### src/rtl/sym_encoder_8b10b.sv
module sym_encoder_8b10b (
  input  logic       clk,
  input  logic       rst_n,
  input  logic       enable,
  input  logic [7:0] byte_in,
  input  logic       ctrl_in,
  input  logic       idle_req,
  input  logic       disp_override,
  input  logic       disp_ext,
  output logic [9:0] symbol,
  output logic       sym_valid,
  output logic       ctrl_err,
  output logic       disp_q,
  output logic       disp_next
);

  function automatic logic [5:0] code6(input logic [4:0] v);
    case (v)
      5'd0:  code6 = 6'b100111;  5'd1:  code6 = 6'b011101;
      5'd2:  code6 = 6'b101101;  5'd3:  code6 = 6'b110001;
      5'd4:  code6 = 6'b110101;  5'd5:  code6 = 6'b101001;
      5'd6:  code6 = 6'b011001;  5'd7:  code6 = 6'b111000;
      5'd8:  code6 = 6'b111001;  5'd9:  code6 = 6'b100101;
      5'd10: code6 = 6'b010101;  5'd11: code6 = 6'b110100;
      5'd12: code6 = 6'b001101;  5'd13: code6 = 6'b101100;
      5'd14: code6 = 6'b011100;  5'd15: code6 = 6'b010111;
      5'd16: code6 = 6'b011011;  5'd17: code6 = 6'b100011;
      5'd18: code6 = 6'b010011;  5'd19: code6 = 6'b110010;
      5'd20: code6 = 6'b001011;  5'd21: code6 = 6'b101010;
      5'd22: code6 = 6'b011010;  5'd23: code6 = 6'b111010;
      5'd24: code6 = 6'b110011;  5'd25: code6 = 6'b100110;
      5'd26: code6 = 6'b010110;  5'd27: code6 = 6'b110110;
      5'd28: code6 = 6'b001110;  5'd29: code6 = 6'b101110;
      5'd30: code6 = 6'b011110;  default: code6 = 6'b101011;
    endcase
  endfunction

  function automatic logic [3:0] code4(input logic [2:0] v);
    case (v)
      3'd0: code4 = 4'b1011;  3'd1: code4 = 4'b1001;
      3'd2: code4 = 4'b0101;  3'd3: code4 = 4'b1100;
      3'd4: code4 = 4'b1101;  3'd5: code4 = 4'b1010;
      3'd6: code4 = 4'b0110;  default: code4 = 4'b1110;
    endcase
  endfunction

  logic       disp_r, cur_rd, legal_k, bad_k, subst, use_k, k28;
  logic [4:0] x;
  logic [2:0] y;
  logic [5:0] c6n, c6;
  logic [3:0] c4n, c4;
  logic       bal6, flip6, rd_mid, alt7, kbal, flip4;

  assign cur_rd  = disp_override ? disp_ext : disp_r;
  assign legal_k = (byte_in[4:0] == 5'd28) ||
                   (byte_in[7:5] == 3'd7 && byte_in[4:0] inside {5'd23, 5'd27, 5'd29, 5'd30});
  assign bad_k   = ctrl_in && !legal_k && !idle_req;
  assign subst   = idle_req || bad_k;
  assign use_k   = ctrl_in || idle_req;
  assign x       = subst ? 5'd28 : byte_in[4:0];
  assign y       = subst ? 3'd5  : byte_in[7:5];
  assign k28     = use_k && (x == 5'd28);

  always_comb begin
    c6n    = k28 ? 6'b001111 : code6(x);
    bal6   = ($countones(c6n) == 3);
    flip6  = !bal6 || (c6n == 6'b111000);
    c6     = (cur_rd && flip6) ? ~c6n : c6n;
    rd_mid = bal6 ? cur_rd : ~cur_rd;
    alt7   = (y == 3'd7) && (use_k ||
             (!rd_mid && x inside {5'd17, 5'd18, 5'd20}) ||
             ( rd_mid && x inside {5'd11, 5'd13, 5'd14}));
    kbal   = k28 && (y inside {3'd1, 3'd2, 3'd5, 3'd6});
    c4n    = alt7 ? 4'b0111 : code4(y);
    if (kbal) c4n = ~c4n;
    flip4  = (y inside {3'd0, 3'd3, 3'd4, 3'd7}) || kbal;
    c4     = (rd_mid && flip4) ? ~c4n : c4n;
  end

  assign disp_next = (y inside {3'd0, 3'd4, 3'd7}) ? ~rd_mid : rd_mid;
  assign disp_q    = disp_r;

  always_ff @(posedge clk or negedge rst_n) begin
    if (!rst_n) begin
      symbol    <= '0;
      sym_valid <= 1'b0;
      ctrl_err  <= 1'b0;
      disp_r    <= 1'b0;
    end else if (enable) begin
      symbol    <= {c6, c4};
      sym_valid <= 1'b1;
      ctrl_err  <= bad_k;
      disp_r    <= disp_next;
    end else begin
      sym_valid <= 1'b0;
      ctrl_err  <= 1'b0;
    end
  end

  AST_BALANCED: assert property (@(posedge clk) disable iff (!rst_n)
    sym_valid |-> ($countones(symbol) >= 4 && $countones(symbol) <= 6));
  AST_RD_FOLLOWS: assert property (@(posedge clk) disable iff (!rst_n)
    enable |=> disp_q == (($countones(symbol) == 5) ? $past(cur_rd) : ($countones(symbol) > 5)));
  AST_FORCE_NEG: assert property (@(posedge clk) disable iff (!rst_n)
    (enable && disp_override && !disp_ext) |=> $countones(symbol) >= 5);
  AST_FORCE_POS: assert property (@(posedge clk) disable iff (!rst_n)
    (enable && disp_override && disp_ext) |=> $countones(symbol) <= 5);
  AST_CASCADE_REG: assert property (@(posedge clk) disable iff (!rst_n)
    enable |=> disp_q == $past(disp_next));
  AST_IDLE_HOLD: assert property (@(posedge clk) disable iff (!rst_n)
    !enable |=> (!sym_valid && !ctrl_err && $stable(symbol) && $stable(disp_q)));
  AST_IDLE_NOERR: assert property (@(posedge clk) disable iff (!rst_n)
    (enable && idle_req) |=> !ctrl_err);
  AST_ERR_VALID: assert property (@(posedge clk) disable iff (!rst_n)
    ctrl_err |-> sym_valid);

endmodule

### config.mk
export PLATFORM = sky130hd
export DESIGN_NAME = sym_encoder_8b10b
export DESIGN_NICKNAME = d
export VERILOG_FILES = /design/src/rtl/sym_encoder_8b10b.sv
export SDC_FILE = /design/constraint.sdc
export NUM_CORES = 1
export LEC_CHECK = 0
export BUFFER_PORTS_ARGS = -buffer_cell sky130_fd_sc_hd__buf_4
export CORE_MARGIN = 2
export CORE_UTILIZATION = 45
export CTS_CLUSTER_SIZE = 8
export DETAILED_ROUTE_END_ITERATION = 6
export PLACE_DENSITY_LB_ADDON = 0.3
export SYNTH_ARGS = -nofsm -noshare
export SYNTH_HDL_FRONTEND = slang
export SYNTH_SLANG_ARGS = --single-unit
### constraint.sdc
create_clock -name clk -period 6.5 [get_ports clk]
set_input_delay 0 -clock clk [delete_from_list [all_inputs] [get_ports clk]]
set_output_delay 0 -clock clk [all_outputs]
set_load 0.02 [all_outputs]
==> impl_results.md <==
- Slew HR: 0.535
- Cells along the critical path: dlygate4sd3_1, buf_4, and3b_1, and2_1, inv_1, ha_1, nand2b_1, a21oi_1, a21oi_1, o21ai_0, o21ai_0, fa_1, fa_1, ha_1, inv_1, fa_1, nand3b_1, xor2_1, mux2_2, o211ai_1, o21ai_0, xor2_1, mux2_2
- Max-cap check violation count: 0
- Largest net degree at the start of global routing: 28
- # Post-CTS Setup Buffers: 0
- Ys flop type: dfrtp_1
- Port bufs: 28
- Standard-cell rows: 21
- Crit path largest cell delay: 0.58 ns
- Mapped Cells: 190
- Io pins: 29
- Critical path class: in -> reg
- Setup Viol. Count Final: 0
- Vias in the first global route: around 1300
- Outcome: finished, final reports clean
- Placed Area: 1750 sq um
- Critical-path top delay cell: o21ai_0
- Ant. Diodes: 0
- Layout Cells excl Fill: between 200 and 300
- Placed Instances: about 250
- Syn nets: around 220
- Worst slack, placed: 0.411 ns
- WP buf/inv: 4
- CTS Sinks: 13
- Die ar.: 3920 sq um
- Vias: about 1400
- CTS tree: built
- Util after Layout: 0.545
- WP data arrival: 6.05 ns
- Area leader, netlist: dfrtp_1
- Synth top area cells: dfrtp_1, ha_1, a21oi_1, mux2_2, fa_1
- Yosys top cell area share: 0.211
- Die X: 62.6 um
- Proportion of layout cells with a drive suffix above 1: 0.212
- # H-tree levels: 1
- Fmax: approximately 0.17 GHz
- CTS Buffer Depth: 2
- Dpl hpwl: about 2700 um
- Initial Utilization: 0.467
- Grt total ovfl: 0
- Depth of the most critical reg-to-reg path: 7
- GP Congestion: 0.872
- Post-synthesis sequential area ratio: 0.211
- Number of synthesized flops with an enable pin: 0
- Routed Antenna Nets: 0
- Global-route wire length before repair: approximately 6100 um
- Leak Pwr: 0.764 nW
- Pre-antenna DRT Iters: 5
- Worst setup SP type: primary input
- Register bit total from synthesis: 13
- Worst-path fanout max: 10
- Nature of the critical path endpoint: flip-flop
- Post-detailed-route DRC marker count: 0
- Worst Hold Class: in -> async
- Synthesized area per cell: just over 8 sq um
- DRT iter0 DRCs: 35
- Yosys cell types: 55
- CP required: ~6.7 ns
- Worst Tran Pin Value: between 0.6 and 0.7 ns
- Final hold violations: 0
- Vias per cell: 5.60
- Post-Route WL: 3450 um
- Fin crit share: 0.906
- Crit path time final: 5.89 ns
- Inserted Clock Buffers: 3
- Clock Latency Late Sink: ~0.27 ns
- Final instance area: 1810 sq um
- Clock Tree Root: clkbuf_4
- Post-synth ARST share: 1.00
- Initial antenna violation count: 0
- Die Ht: 62.6 um
- Synthesized area: 1550 sq um
- Max Clock Skew: 0.00122 ns
- Min setup slack post-route: 0.610 ns
- Cell count along the critical path: 23
- Clock-pin transition on the worst setup and hold timing paths: about 0.07 ns
- Final net count: 241
- Core area: 3310 sq um
- PwrDens: about 220 nW/um^2
- TNS Setup: 0 ns
- Yosys warning total: 0
- Peak VDD IR: 0.0664 mV
- RSZ-0062 raised after global routing: no
- Area grow syn2layout: 16.8%
- Top delay family on crit path: adder cells
- Total GRT Usage: 0.187
- Routed WL per cell: 13.4 um
- Fin. max-slew vios: 0
==> synth_stat cells (all sizes together), types with 2 or more instances <==
cell and count:
o2111ai 3, o21ai 12, fa 3, a21oi 14, and2 4, or4 3
nand4 3, nor2 14, nor3b 2, nand2 12, xnor2 3, o22ai 2
a31oi 4, inv 13, a2bb2oi 2, ha 10, a211oi 3, clkbuf 9
mux2 6, xor2 6, nand3b 3, nor2b 3, o211ai 4, nand4b 2
dfrtp 13, nand3 5, nor3 3, nand2b 6, buf 5
==> where the power goes <==
group | total, mW | leakage [nW] | switching, mW | internal, mW
registers | 0.122 | 0.152 | 0.0151 | 0.107
logic | 0.231 | 0.598 | 0.129 | 0.102
clock network | 0.0479 | 0.0150 | 0.0241 | 0.0238
total | 0.401 | 0.764 | 0.168 | 0.232
==> worst paths after layout <==
path	startpoint	to	slack, ns
worst min register to register	symbol[6]	symbol[6]	0.51
max in group asynchronous	rst_n	symbol[0]	6.25
min in group clk	ctrl_in	ctrl_err	0.11
worst max register to register	disp_q	symbol[3]	4.17
worst max-delay path	idle_req	symbol[3]	0.61
worst min-delay path	rst_n	symbol[7]	0.1
==> metal layers <==
| metal | up-vias | global-route usage | routed length (um) | part of all wire |
|---|---|---|---|---|
| met5 | - | 0 | 0 | 0 |
| met4 | 0 | 0.0556 | 38 | 0.011 |
| met3 | 8 | 0.0324 | 153 | 0.044 |
| met2 | 50 | 0.317 | 1640 | 0.48 |
| met1 | 655 | 0.243 | 1620 | 0.47 |
| li1 | 731 | - | - | - |
==> area by class of cell <==
type / instances / area, sq um
fill: 341 / 1510
multi-input combinational: 150 / 1100
sequential: 13 / 325
timing repair buffer: 32 / 248
tap: 46 / 57.6
inverter: 13 / 48.8
clock buffer: 4 / 26.3
==> placed cells by master (no fill, tap or decap), drive strengths merged, types with 2 or more instances in the layout <==
cell         count
a211oi           3
a21oi           14
a2bb2oi          2
a31oi            4
and2             4
buf             29
clkbuf           4
dfrtp           13
dlygate4sd3      3
fa               3
ha              10
inv             13
mux2             6
nand2           12
nand2b           6
nand3            5
nand3b           3
nand4            3
nand4b           2
nor2            14
nor2b            3
nor3             3
nor3b            2
o2111ai          3
o211ai           4
o21ai           12
o22ai            2
or4              3
xnor2            3
xor2             6
==> per-stage QoR <==
stage	power, mW	hold slack [ns]
floorplan	0.273	-0.296
global route	0.434	0.0904
global placement	0.349	-0.151
finish	0.401	0.0972
CTS	0.404	0.0976
detailed placement	0.353	-0.150
==> repair_timing <==
| action | 4_1_cts | 5_1_grt |
|---|---|---|
| endpoints found under the hold margin | 15 | 0 |
| hold buffers | 3 | 0 |
| gates resized for setup | 0 | 0 |
==> logic make-up (layout without fill, tap and decap cells) <==
kind of cell             count (synthesis)  count (layout)  synth area share
flip-flops                              13              13             0.211
buffers and inverters                   27              49            0.0777
multiplexers                             7               7            0.0502
AND/OR/NAND/NOR                         65              65             0.232
adder cells (fa/ha/maj)                 14              14             0.126
AO/OA/AOI/OAI                           55              55             0.253
XOR/XNOR                                 9               9            0.0510
==> sequential cells by signal, summed over array words and instances, names as in the netlist <==
name,flops
ctrl_err,1
disp_q,1
sym_valid,1
symbol,10
(Power assumes the default switching activity.)
